File: src/rtl/spi_pkg.sv
package spi_pkg;

    typedef enum logic {
        SRC_DIV  = 1'b0,
        SRC_TICK = 1'b1
    } sck_src_e;

    typedef struct packed {
        logic full;
        logic irq;
        logic wcol;
    } spi_flags_t;

endpackage

File: src/rtl/spi_rate_gen.sv
module spi_rate_gen
    import spi_pkg::*;
#(
    parameter int HALF_DIV = 32
) (
    input  logic     clk,
    input  logic     rst_n,
    input  logic     run,
    input  sck_src_e src,
    input  logic     tick,
    output logic     strobe
);
    localparam int CNT_W = (HALF_DIV > 1) ? $clog2(HALF_DIV) : 1;
    localparam logic [CNT_W-1:0] LIM = CNT_W'(HALF_DIV - 1);

    typedef struct packed {
        logic [CNT_W-1:0] cnt;
        logic             armed;
    } rate_t;

    rate_t rate_d, rate_q;

    always_comb begin
        rate_d = rate_q;
        strobe = 1'b0;
        if (!run) begin
            rate_d.cnt   = '0;
            rate_d.armed = 1'b0;
        end else if (src == SRC_TICK) begin
            if (tick) begin
                if (rate_q.armed) strobe = 1'b1;
                else              rate_d.armed = 1'b1;
            end
        end else begin
            if (rate_q.cnt == LIM) begin
                strobe     = 1'b1;
                rate_d.cnt = '0;
            end else begin
                rate_d.cnt = rate_q.cnt + 1'b1;
            end
        end
    end

    always_ff @(posedge clk or negedge rst_n) begin
        if (!rst_n) rate_q <= '0;
        else        rate_q <= rate_d;
    end

endmodule

File: src/rtl/spi_shift_core.sv
module spi_shift_core #(
    parameter int DATA_W = 8
) (
    input  logic              clk,
    input  logic              rst_n,
    input  logic              en,
    input  logic              cke,
    input  logic              load,
    input  logic [DATA_W-1:0] load_data,
    input  logic              strobe,
    input  logic              sdi,
    output logic              busy,
    output logic              phase,
    output logic              sdo,
    output logic              done,
    output logic [DATA_W-1:0] rx_next
);
    localparam int EDGES  = 2 * DATA_W;
    localparam int EDGE_W = $clog2(EDGES);
    localparam logic [EDGE_W-1:0] LAST_EDGE = EDGE_W'(EDGES - 1);

    typedef struct packed {
        logic              busy;
        logic              phase;
        logic              sdo;
        logic [EDGE_W-1:0] edges;
        logic [DATA_W-1:0] tx;
        logic [DATA_W-1:0] rx;
    } core_t;

    core_t core_d, core_q;
    logic  lead, final_edge, drive, sample;

    always_comb begin
        core_d     = core_q;
        done       = 1'b0;
        lead       = (core_q.edges[0] == 1'b0);
        final_edge = (core_q.edges == LAST_EDGE);
        drive      = cke ? (!lead && !final_edge) : lead;
        sample     = cke ? lead : !lead;
        if (!en) begin
            core_d.busy  = 1'b0;
            core_d.phase = 1'b0;
            core_d.edges = '0;
        end else if (load) begin
            core_d.busy  = 1'b1;
            core_d.phase = 1'b0;
            core_d.edges = '0;
            core_d.rx    = '0;
            if (cke) begin
                core_d.sdo = load_data[DATA_W-1];
                core_d.tx  = {load_data[DATA_W-2:0], 1'b0};
            end else begin
                core_d.tx  = load_data;
            end
        end else if (core_q.busy && strobe) begin
            core_d.phase = ~core_q.phase;
            core_d.edges = core_q.edges + 1'b1;
            if (drive) begin
                core_d.sdo = core_q.tx[DATA_W-1];
                core_d.tx  = {core_q.tx[DATA_W-2:0], 1'b0};
            end
            if (sample) core_d.rx = {core_q.rx[DATA_W-2:0], sdi};
            if (final_edge) begin
                core_d.busy  = 1'b0;
                core_d.phase = 1'b0;
                core_d.edges = '0;
                done         = 1'b1;
            end
        end
    end

    always_ff @(posedge clk or negedge rst_n) begin
        if (!rst_n) core_q <= '0;
        else        core_q <= core_d;
    end

    assign busy    = core_q.busy;
    assign phase   = core_q.phase;
    assign sdo     = core_q.sdo;
    assign rx_next = core_d.rx;

endmodule

File: src/rtl/spi_flag_regs.sv
module spi_flag_regs
    import spi_pkg::*;
#(
    parameter int DATA_W = 8
) (
    input  logic              clk,
    input  logic              rst_n,
    input  logic              done,
    input  logic [DATA_W-1:0] rx_in,
    input  logic              rd_en,
    input  logic              irq_clr,
    input  logic              wcol_clr,
    input  logic              collide,
    output logic [DATA_W-1:0] rd_data,
    output logic              buf_full,
    output logic              irq_flag,
    output logic              wcol
);
    typedef struct packed {
        logic [DATA_W-1:0] rx_buf;
        spi_flags_t        f;
    } flag_state_t;

    flag_state_t st_d, st_q;

    always_comb begin
        st_d = st_q;
        if (rd_en)    st_d.f.full = 1'b0;
        if (irq_clr)  st_d.f.irq  = 1'b0;
        if (wcol_clr) st_d.f.wcol = 1'b0;
        if (collide)  st_d.f.wcol = 1'b1;
        if (done) begin
            st_d.rx_buf = rx_in;
            st_d.f.full = 1'b1;
            st_d.f.irq  = 1'b1;
        end
    end

    always_ff @(posedge clk or negedge rst_n) begin
        if (!rst_n) st_q <= '0;
        else        st_q <= st_d;
    end

    assign rd_data  = st_q.rx_buf;
    assign buf_full = st_q.f.full;
    assign irq_flag = st_q.f.irq;
    assign wcol     = st_q.f.wcol;

endmodule

File: src/rtl/spi_byte_master.sv
module spi_byte_master
    import spi_pkg::*;
#(
    parameter int DATA_W  = 8,
    parameter int SYS_DIV = 64
) (
    input  logic              clk,
    input  logic              rst_n,
    input  logic              en,
    input  logic              cpol,
    input  logic              cke,
    input  logic              clk_src,
    input  logic              tick,
    input  logic              wr_en,
    input  logic [DATA_W-1:0] wr_data,
    input  logic              rd_en,
    input  logic              irq_clr,
    input  logic              wcol_clr,
    input  logic              sdi,
    output logic              sclk,
    output logic              sdo,
    output logic              busy,
    output logic [DATA_W-1:0] rd_data,
    output logic              buf_full,
    output logic              irq_flag,
    output logic              wcol
);
    localparam int HALF_DIV = SYS_DIV / 2;

    sck_src_e          src_sel;
    logic              accept, collide, strobe, phase, done;
    logic [DATA_W-1:0] rx_next;

    assign src_sel = clk_src ? SRC_TICK : SRC_DIV;
    assign accept  = en & wr_en & ~busy;
    assign collide = en & wr_en & busy;

    spi_rate_gen #(.HALF_DIV(HALF_DIV)) u_rate (
        .clk    (clk),
        .rst_n  (rst_n),
        .run    (busy),
        .src    (src_sel),
        .tick   (tick),
        .strobe (strobe)
    );

    spi_shift_core #(.DATA_W(DATA_W)) u_core (
        .clk       (clk),
        .rst_n     (rst_n),
        .en        (en),
        .cke       (cke),
        .load      (accept),
        .load_data (wr_data),
        .strobe    (strobe),
        .sdi       (sdi),
        .busy      (busy),
        .phase     (phase),
        .sdo       (sdo),
        .done      (done),
        .rx_next   (rx_next)
    );

    spi_flag_regs #(.DATA_W(DATA_W)) u_flags (
        .clk      (clk),
        .rst_n    (rst_n),
        .done     (done),
        .rx_in    (rx_next),
        .rd_en    (rd_en),
        .irq_clr  (irq_clr),
        .wcol_clr (wcol_clr),
        .collide  (collide),
        .rd_data  (rd_data),
        .buf_full (buf_full),
        .irq_flag (irq_flag),
        .wcol     (wcol)
    );

    assign sclk = cpol ^ phase;

endmodule

File: config.mk
export PLATFORM = sky130hd
export DESIGN_NAME = spi_byte_master
export DESIGN_NICKNAME = d
export VERILOG_FILES = /design/src/rtl/spi_pkg.sv /design/src/rtl/spi_rate_gen.sv /design/src/rtl/spi_shift_core.sv /design/src/rtl/spi_flag_regs.sv /design/src/rtl/spi_byte_master.sv
export SDC_FILE = /design/constraint.sdc
export NUM_CORES = 1
export LEC_CHECK = 0
export CAP_MARGIN = 20
export CORE_MARGIN = 3
export CORE_UTILIZATION = 30
export DETAILED_ROUTE_END_ITERATION = 8
export PLACE_DENSITY_LB_ADDON = 0.3
export SYNTH_ARGS = -nofsm -noshare
export SYNTH_HDL_FRONTEND = slang
export SYNTH_SLANG_ARGS = --single-unit
export TNS_END_PERCENT = 100
File: constraint.sdc
create_clock -name clk -period 2.1 [get_ports clk]
set_input_delay 0.42 -clock clk [delete_from_list [all_inputs] [get_ports clk]]
set_output_delay 0.42 -clock clk [all_outputs]
set_load 0.1 [all_outputs]
==> results of run 1 <==
## final cells by class
class,count,area share
inverter,8,0.01110
clock buffer,5,0.02543
sequential,40,0.3703
multi-input combinational,123,0.3578
clock inverter,3,0.01757
tap,77,0.03560
timing repair buffer,55,0.1822
## layer usage
layer / wire length, microns / part of all wire
met1: 2159 / 0.48
met3: 208 / 0.047
met5: 0 / 0
met4: 46 / 0.010
met2: 2052 / 0.46
## kinds of logic after synthesis
logic type | share of synthesized area
AND/OR/NAND/NOR | 0.1108
buffers and inverters | 0.02941
AO/OA/AOI/OAI | 0.2328
multiplexers | 0.09450
adder cells (fa/ha/maj) | 0.01878
XOR/XNOR | 0.01314
flip-flops | 0.5006
## report_power, final
part	total, uW	switching (uW)	leakage [uW]	internal [uW]
combinational	317	175	0.000656	142
sequential	870	39.9	0.000501	830
clock	647	289	0.0000583	358
## stage by stage
stage	power (uW)	hold WS [ns]	instance area (sq um)	util	instances
after floorplan	1076	0.1244	2008	-	176
after global placement	1199	0.4103	2569	0.4022	303
after detailed placement	1205	0.4118	2569	0.4022	303
after CTS	1861	0.09426	2685	0.4205	311
after global routing	1932	0.09186	2706	0.4238	311
final	1834	0.09222	2706	0.4238	311
## timing repair
| item | in CTS | in global routing |
|---|---|---|
| gates resized for setup | 0 | 4 |
| setup endpoints to repair | 0 | 18 |
| endpoints found under the hold margin | 0 | 0 |
## registers in the layout (all words and copies together), names as in the netlist
signal / flops
u_flags.buf_full: 1
u_core.core_q: 20
u_flags.wcol: 1
u_rate.rate_q: 6
u_flags.irq_flag: 1
u_flags.rd_data: 8
u_core.phase: 1
u_core.busy: 1
u_core.sdo: 1
## Yosys cell counts (all sizes together), types with 2 or more instances
library cell   n  area share
a21oi          8       0.020
dfrtp         40        0.50
and3           3       0.012
xor2           2      0.0088
or3            3       0.010
ha             3       0.019
a32o           7       0.035
and2           2      0.0069
clkbuf         2      0.0038
a21o          10       0.042
nand3          4       0.010
inv            8       0.015
a22oi          7       0.026
nand4          2      0.0063
nor2           8       0.015
o22ai          2      0.0063
buf            3       0.011
a31oi          8       0.025
mux2i         11       0.055
mux2           7       0.039
o21ai         15       0.043
nor3           5       0.021
nand2          4      0.0075
## how the worst max path moves through the flow
| stage | startpoint | endpoint | cells after the start |
|---|---|---|---|
| after floorplan | u_rate.rate_q[1] | u_flags.rd_data[0] | 7 |
| after global placement | cke | u_flags.rd_data[2] | 6 |
| after detailed placement | cke | u_flags.rd_data[4] | 6 |
| after CTS | u_rate.rate_q[1] | u_flags.rd_data[1] | 7 |
| after global routing | u_rate.rate_q[1] | u_flags.rd_data[4] | 7 |
| final | u_rate.rate_q[1] | u_flags.rd_data[1] | 7 |
==> impl_metrics.prom, run 1 <==
# TYPE chip_impl_metric gauge
chip_impl_metric{name="post_drt_via_cell_ratio",unit=""} 5.158
chip_impl_metric{name="total_neg_setup_slack",unit="ns"} 0
chip_impl_metric{name="leakage",unit="uW"} 0.001215
chip_impl_metric{name="synth_sequential_area_ratio",unit=""} 0.5006
chip_impl_info{name="status",value="finished clean"} 1
chip_impl_metric{name="largest_net_degree_at_the_start_of_global_routing",unit=""} 41
chip_impl_info{name="min_path_type",value="primary input to asynchronous set/reset pin"} 1
chip_impl_info{name="crit_type",value="flop to flop"} 1
chip_impl_metric{name="worst_pin_slew",unit="ns"} 0.5362
chip_impl_metric{name="global_route.overflow_total",unit=""} 0
chip_impl_metric{name="power.density_cell_area",unit="nW/um^2"} 677.8
chip_impl_metric{name="proportion_of_register_bits_with_asynchronous_set_or_reset_after_synthesis",unit=""} 1.000
chip_impl_metric{name="synthesis.instances",unit=""} 176
chip_impl_metric{name="die_h",unit="microns"} 87.64
chip_impl_metric{name="ports_placed_on_the_boundary",unit=""} 34
chip_impl_metric{name="layout.area.seq",unit="sq um"} 1002
chip_impl_metric{name="vias_in_the_first_global_route",unit=""} 1658
chip_impl_metric{name="clockBufferDepth",unit=""} 2
chip_impl_metric{name="number_of_detailed_route_iterations_in_the_first_pass",unit=""} 4
chip_impl_metric{name="grt_first_pass_wirelength",unit="microns"} 7631
chip_impl_info{name="cp-start-kind",value="flop"} 1
chip_impl_metric{name="yosys.cell_types.count",unit=""} 45
chip_impl_metric{name="timing.critical_path.arrival",unit="ns"} 2.20
chip_impl_info{name="globalRoute.busiestLayer",value="met2"} 1
chip_impl_metric{name="mappedNetlistArea",unit="sq um"} 1999
chip_impl_info{name="path_cells",value="ha_1, and3_1, ha_4, nand2b_4, a211o_4, a32o_1, mux2_2"} 1
chip_impl_metric{name="fin_crit",unit="ns"} 2.019
chip_impl_info{name="main_synth_ff_type",value="sky130_fd_sc_hd__dfrtp_1"} 1
chip_impl_metric{name="period_share",unit=""} 0.9613
chip_impl_metric{name="rows",unit=""} 29
chip_impl_info{name="crit-reg2reg-capture",value="u_flags.rd_data[1]"} 1
chip_impl_metric{name="worst_setup_timing_slack_at_the_placement_stage",unit="ns"} -0.1291
chip_impl_info{name="timing.rr.start",value="u_rate.rate_q[1]"} 1
chip_impl_metric{name="slew_viol_final",unit=""} 0
chip_impl_metric{name="hold_violations",unit=""} 0
chip_impl_metric{name="placeableCoreArea",unit="sq um"} 6386
chip_impl_metric{name="grtUsageMet3",unit=""} 0.03857
chip_impl_metric{name="reg2reg_setup_slack",unit="ns"} 0.08
chip_impl_info{name="critical-path-slowest-cell",value="sky130_fd_sc_hd__a211o_4"} 1
chip_impl_metric{name="dieArea",unit="sq um"} 7680
chip_impl_metric{name="global_route.usage.met2",unit=""} 0.1966
chip_impl_metric{name="cts_setup_buffers",unit=""} 0
chip_impl_metric{name="drc_errors",unit=""} 0
chip_impl_metric{name="yosysWarningCount",unit=""} 0
chip_impl_metric{name="syn2layout_area_growth",unit="%"} 35.36
chip_impl_metric{name="ys_ff_latch",unit=""} 40
chip_impl_metric{name="edff_count_synth",unit=""} 0
chip_impl_info{name="final_common_cell",value="sky130_fd_sc_hd__dfrtp_1"} 1
chip_impl_metric{name="synth_nets",unit=""} 199
chip_impl_metric{name="port-buffer-count",unit=""} 33
chip_impl_metric{name="clock_latency",unit="ns"} 0.29
chip_impl_metric{name="cts_hold_buf",unit=""} 0
chip_impl_metric{name="worst-r2r-cell-count",unit=""} 7
chip_impl_metric{name="finClkSkew",unit="ns"} 0.005541
chip_impl_metric{name="crit_fanout",unit=""} 8
chip_impl_metric{name="multi_input_gate_area",unit="sq um"} 968.4
chip_impl_metric{name="route.vias.total",unit=""} 1604
chip_impl_metric{name="drt-initial-drc-count",unit=""} 60
chip_impl_metric{name="htree_num_levels",unit=""} 2
chip_impl_metric{name="clock_pin_slew_reported_for_the_worst_setup_and_hold_paths_after_clock_tree_synthesis",unit="ns"} 0.08
chip_impl_metric{name="clock.fmax",unit="GHz"} 0.4954
chip_impl_metric{name="critical_path_required",unit="ns"} 2.28
chip_impl_metric{name="floorplan.initialDensity",unit=""} 0.3131
chip_impl_metric{name="setup-violations-final",unit=""} 0
chip_impl_metric{name="antennaDiodeCount",unit=""} 0
chip_impl_metric{name="timing.final.ws_setup",unit="ns"} 0.08129
chip_impl_metric{name="post_route_cells_drive_above_1_share",unit=""} 0.3205
chip_impl_metric{name="fillers",unit=""} 617
chip_impl_metric{name="drt-wirelength-per-cell",unit="microns"} 14.36
chip_impl_info{name="endpoint_kind",value="flop"} 1
chip_impl_metric{name="grt.total_usage",unit=""} 0.1241
chip_impl_metric{name="slew-limit-headroom",unit=""} 0.6400
chip_impl_metric{name="critPathMaxStageDelay",unit="ns"} 0.38
chip_impl_metric{name="cts.sinks",unit=""} 40
chip_impl_metric{name="die_w",unit="microns"} 87.64
chip_impl_metric{name="average_size_of_a_mapped_cell",unit="sq um"} 11.36
chip_impl_info{name="tritoncts_clock_tree",value="built"} 1
chip_impl_metric{name="worst-path-buf-inv",unit=""} 0
chip_impl_metric{name="num-nets-final",unit=""} 256
chip_impl_metric{name="grt_use_met1",unit=""} 0.1658
chip_impl_metric{name="weighted_congestion_at_the_end_of_routability_driven_global_placement",unit=""} 0.6972
chip_impl_metric{name="route.antenna.remaining_nets",unit=""} 0
chip_impl_metric{name="ir_worst_vdd",unit="uV"} 288.0
chip_impl_metric{name="cap_viol_max_count",unit=""} 0
chip_impl_info{name="cell_type_group_with_the_largest_total_delay_on_the_critical_path",value="compound AO/OA/AOI/OAI gates"} 1
chip_impl_info{name="cts-root-buf",value="sky130_fd_sc_hd__clkbuf_8"} 1
chip_impl_info{name="mostFrequentLayoutCells",value="39 x sky130_fd_sc_hd__dfrtp_1, 33 x sky130_fd_sc_hd__buf_4, 18 x sky130_fd_sc_hd__clkdlybuf4s50_1"} 1
chip_impl_metric{name="dp_hpwl",unit="microns"} 3113
chip_impl_metric{name="grt_antenna_before_repair",unit=""} 0
chip_impl_metric{name="wirelength",unit="microns"} 4466
chip_impl_metric{name="cts_inserted_buffers",unit=""} 5
No activity file was read; power rests on OpenSTA's default activity.
==> run 2, diff against run 1 <==
--- a/config.mk
+++ b/config.mk
@@ -5,6 +5,7 @@
 export SDC_FILE = /design/constraint.sdc
 export NUM_CORES = 1
 export LEC_CHECK = 0
+export ABC_AREA = 1
 export CAP_MARGIN = 20
 export CORE_MARGIN = 3
 export CORE_UTILIZATION = 30
==> impl_metrics.prom, run 2 <==
# TYPE chip_impl_metric gauge
chip_impl_metric{name="clock.fmax",unit="GHz"} 0.5518
chip_impl_metric{name="crit_fanout",unit=""} 9
chip_impl_metric{name="synthesis.instances",unit=""} 262
chip_impl_metric{name="vias_in_the_first_global_route",unit=""} 1711
chip_impl_metric{name="grt.total_usage",unit=""} 0.1156
chip_impl_metric{name="post_drt_via_cell_ratio",unit=""} 4.332
chip_impl_info{name="tritoncts_clock_tree",value="built"} 1
chip_impl_metric{name="yosys.cell_types.count",unit=""} 26
chip_impl_metric{name="synth_nets",unit=""} 285
chip_impl_info{name="mostFrequentLayoutCells",value="75 x sky130_fd_sc_hd__nand2_1, 40 x sky130_fd_sc_hd__dfrtp_1, 32 x sky130_fd_sc_hd__nand3_1"} 1
chip_impl_metric{name="critPathMaxStageDelay",unit="ns"} 0.39
chip_impl_metric{name="wirelength",unit="microns"} 4561
chip_impl_info{name="path_cells",value="ha_1, nand2_1, nor2_1, ha_1, nand3_1, nand2_2, buf_4, nand3_1, nand3_2, nand2_2, nand2_1, nand2_1"} 1
chip_impl_metric{name="die_h",unit="microns"} 91.60
chip_impl_metric{name="power_frac_seq",unit=""} 0.506
chip_impl_metric{name="clockBufferDepth",unit=""} 2
chip_impl_metric{name="dp_hpwl",unit="microns"} 3392
chip_impl_metric{name="largest_net_degree_at_the_start_of_global_routing",unit=""} 22
chip_impl_metric{name="post_synth_and_or_nand_nor_area_fraction",unit=""} 0.3580
chip_impl_metric{name="yosysWarningCount",unit=""} 0
chip_impl_metric{name="power.clock.fraction",unit=""} 0.317
chip_impl_info{name="status",value="finished clean"} 1
chip_impl_info{name="main_synth_ff_type",value="sky130_fd_sc_hd__dfrtp_1"} 1
chip_impl_metric{name="synth-compound-area-share",unit=""} 0.06261
chip_impl_metric{name="die_w",unit="microns"} 91.60
chip_impl_metric{name="period_share",unit=""} 0.8630
chip_impl_metric{name="ys_ff_latch",unit=""} 40
chip_impl_metric{name="hold_violations",unit=""} 0
chip_impl_metric{name="clock_latency",unit="ns"} 0.29
chip_impl_info{name="min_path_type",value="primary input to asynchronous set/reset pin"} 1
chip_impl_metric{name="post_cts.resized_instances",unit=""} 0
chip_impl_metric{name="synth_sequential_area_ratio",unit=""} 0.4553
chip_impl_metric{name="global_route.overflow_total",unit=""} 0
chip_impl_metric{name="drt-wirelength-per-cell",unit="microns"} 11.37
chip_impl_info{name="endpoint_kind",value="flop"} 1
chip_impl_metric{name="finClkSkew",unit="ns"} 0.005920
chip_impl_metric{name="floorplan.initialDensity",unit=""} 0.3166
chip_impl_info{name="critical-path-slowest-cell",value="sky130_fd_sc_hd__dfrtp_1"} 1
chip_impl_metric{name="antennaDiodeCount",unit=""} 0
chip_impl_metric{name="post_route_cells_drive_above_1_share",unit=""} 0.2361
chip_impl_metric{name="grt_antenna_before_repair",unit=""} 0
chip_impl_metric{name="htree_num_levels",unit=""} 2
chip_impl_info{name="startpoint",value="u_rate.rate_q[1]"} 1
chip_impl_metric{name="route.antenna.remaining_nets",unit=""} 0
chip_impl_metric{name="syn2layout_area_growth",unit="%"} 24.87
chip_impl_metric{name="largest_register_ff_count",unit=""} 20
chip_impl_metric{name="cap_viol_max_count",unit=""} 0
chip_impl_metric{name="fin_crit",unit="ns"} 1.812
chip_impl_metric{name="reg2reg_setup_slack",unit="ns"} 0.29
chip_impl_info{name="unrepaired_setup_endpoints_after_global_routing",value="no"} 1
chip_impl_metric{name="placeableCoreArea",unit="sq um"} 6944
chip_impl_metric{name="num-nets-final",unit=""} 327
chip_impl_metric{name="weighted_congestion_at_the_end_of_routability_driven_global_placement",unit=""} 0.7621
chip_impl_info{name="yosys-top-cells-area",value="sky130_fd_sc_hd__dfrtp_1 46%, sky130_fd_sc_hd__nand2_1 13%, sky130_fd_sc_hd__nand3_1 7.3%"} 1
chip_impl_metric{name="proportion_of_register_bits_with_asynchronous_set_or_reset_after_synthesis",unit=""} 1.000
chip_impl_metric{name="total_neg_setup_slack",unit="ns"} 0
chip_impl_metric{name="cts_hold_buf",unit=""} 0
chip_impl_info{name="final_common_cell",value="sky130_fd_sc_hd__nand2_1"} 1
chip_impl_metric{name="cts_inserted_buffers",unit=""} 5
chip_impl_metric{name="average_size_of_a_mapped_cell",unit="sq um"} 8.391
chip_impl_metric{name="port-buffer-count",unit=""} 33
chip_impl_metric{name="post-synth-top-area-fraction",unit=""} 0.4553
chip_impl_info{name="dominant_combinational_cell_family_by_area_after_synthesis",value="simple AND/OR/NAND/NOR gates"} 1
chip_impl_metric{name="ir_worst_vdd",unit="uV"} 324.3
chip_impl_metric{name="route.vias.total",unit=""} 1737
chip_impl_metric{name="grt_first_pass_wirelength",unit="microns"} 7886
chip_impl_metric{name="slew_viol_final",unit=""} 0
chip_impl_metric{name="synth_fa_ha_area_frac",unit=""} 0.01707
chip_impl_info{name="synth_area_leader_cell",value="sky130_fd_sc_hd__dfrtp_1"} 1
chip_impl_info{name="yosys-top-cells-count",value="75 x sky130_fd_sc_hd__nand2_1, 40 x sky130_fd_sc_hd__dfrtp_1, 32 x sky130_fd_sc_hd__nand3_1"} 1
chip_impl_info{name="most_numerous_cell_in_the_yosys_netlist",value="sky130_fd_sc_hd__nand2_1"} 1
chip_impl_metric{name="swShare",unit=""} 0.2795
chip_impl_metric{name="timing.critical_path.arrival",unit="ns"} 1.99
chip_impl_metric{name="drt-initial-drc-count",unit=""} 84
chip_impl_metric{name="rows",unit=""} 30
chip_impl_info{name="cts-root-buf",value="sky130_fd_sc_hd__clkbuf_8"} 1
chip_impl_metric{name="ports_placed_on_the_boundary",unit=""} 34
chip_impl_metric{name="drc_errors",unit=""} 0
chip_impl_metric{name="cts.sinks",unit=""} 40
chip_impl_metric{name="internal_power",unit="uW"} 1193
chip_impl_metric{name="worst_pin_slew",unit="ns"} 0.5995
chip_impl_metric{name="slew-limit-headroom",unit=""} 0.5999
chip_impl_metric{name="setup-violations-final",unit=""} 0
chip_impl_metric{name="combPwrFrac",unit=""} 0.176
chip_impl_metric{name="synth_mux_area_frac",unit=""} 0
chip_impl_metric{name="mappedNetlistArea",unit="sq um"} 2198
chip_impl_metric{name="cts_setup_buffers",unit=""} 0
chip_impl_info{name="crit_type",value="flop to flop"} 1
chip_impl_info{name="timing.rr.start",value="u_rate.rate_q[1]"} 1
chip_impl_metric{name="dieArea",unit="sq um"} 8391
chip_impl_metric{name="total_switching_power",unit="uW"} 462.6
chip_impl_metric{name="critical_path_required",unit="ns"} 2.28
chip_impl_metric{name="leakage",unit="uW"} 0.001358
chip_impl_info{name="cp-start-kind",value="flop"} 1
chip_impl_metric{name="clock_pin_slew_reported_for_the_worst_setup_and_hold_paths_after_clock_tree_synthesis",unit="ns"} 0.07
chip_impl_metric{name="edff_count_synth",unit=""} 0
chip_impl_info{name="cp_common_cell",value="sky130_fd_sc_hd__nand2_1"} 1
chip_impl_metric{name="postLayoutCoreUtil",unit=""} 0.3953
chip_impl_info{name="most_flops_register",value="u_core.core_q"} 1
chip_impl_metric{name="number_of_detailed_route_iterations_in_the_first_pass",unit=""} 4
chip_impl_metric{name="xor_xnor_portion_of_the_synthesized_cell_area",unit=""} 0.01992
chip_impl_metric{name="fillers",unit=""} 732
chip_impl_metric{name="power.density_cell_area",unit="nW/um^2"} 603.0
-- run 2: cell count changes after synthesis, sizes merged, moves of 4 or more --
cell,before,now
nand2,4,92
nand3,4,41
inv,8,32
mux2i,11,0
a21o,10,0
a21oi,8,0
a31oi,8,0
a22oi,7,0
a32o,7,0
mux2,7,0
nor2,8,13
o211ai,1,6
buf,3,7
or2,0,4
-- run 2: power groups by stage --
stage / sequential, uW / combinational, uW / clock, uW
after floorplan: 886 / 154 / 0
after global placement: 852 / 296 / 0
after detailed placement: 854 / 296 / 0
after CTS: 839 / 298 / 546
after global routing: 844 / 324 / 577
final: 838 / 292 / 525
-- run 2: layout make-up --
cell class,instances,area (sq um),share of cell area
well taps,96,120.1,0.04376
repair buffers,42,395.4,0.1440
clock buffers,8,90.09,0.03282
inverters,32,125.1,0.04558
multi-input cells,183,1013,0.3692
flip-flops and latches,40,1001,0.3646
-- run 2: path summary, 6_finish.rpt --
path / end / depth (start not counted)
hold / removal: u_core.core_q[8] / 1
setup / recovery: u_flags.rd_data[4] / 12
setup reg to reg: u_flags.rd_data[4] / 12
max in group asynchronous: u_core.core_q[0] / 2
hold reg to reg: u_core.sdo / 2
min in group clk: u_core.sdo / 2
-- run 2: worst max-delay path, delay by kind of cell, from the launching register on --
kind | cells | cell delay [ns]
AND/OR/NAND/NOR | 9 | 0.73
adder cells (fa/ha/maj) | 2 | 0.41
flip-flops | 1 | 0.39
buffers and inverters | 1 | 0.18
-- run 2: per-stage QoR --
stage,instances,cell area (sq um),total power (uW),hold WS [ns],setup WS [ns]
floorplan,262,2206,1040,0.1244,0.1560
global placement,393,2655,1147,0.4292,0.08277
detailed placement,393,2655,1150,0.4223,0.03214
CTS,401,2745,1682,0.1049,0.2698
global route,401,2745,1745,0.1307,0.07739
finish,401,2745,1655,0.09624,0.2876
-- run 2: cell families after synthesis --
kind of cell / count (synthesis)
AO/OA/AOI/OAI: 23
XOR/XNOR: 5
AND/OR/NAND/NOR: 152
adder cells (fa/ha/maj): 3
buffers and inverters: 39
flip-flops: 40
-- run 2: layer usage --
metal,wire length (microns),track usage,vias to the layer above
li1,-,-,919
met1,2131,0.1567,786
met2,2166,0.1838,28
met3,232,0.02817,4
met4,30,0.03015,0
met5,0,0,-
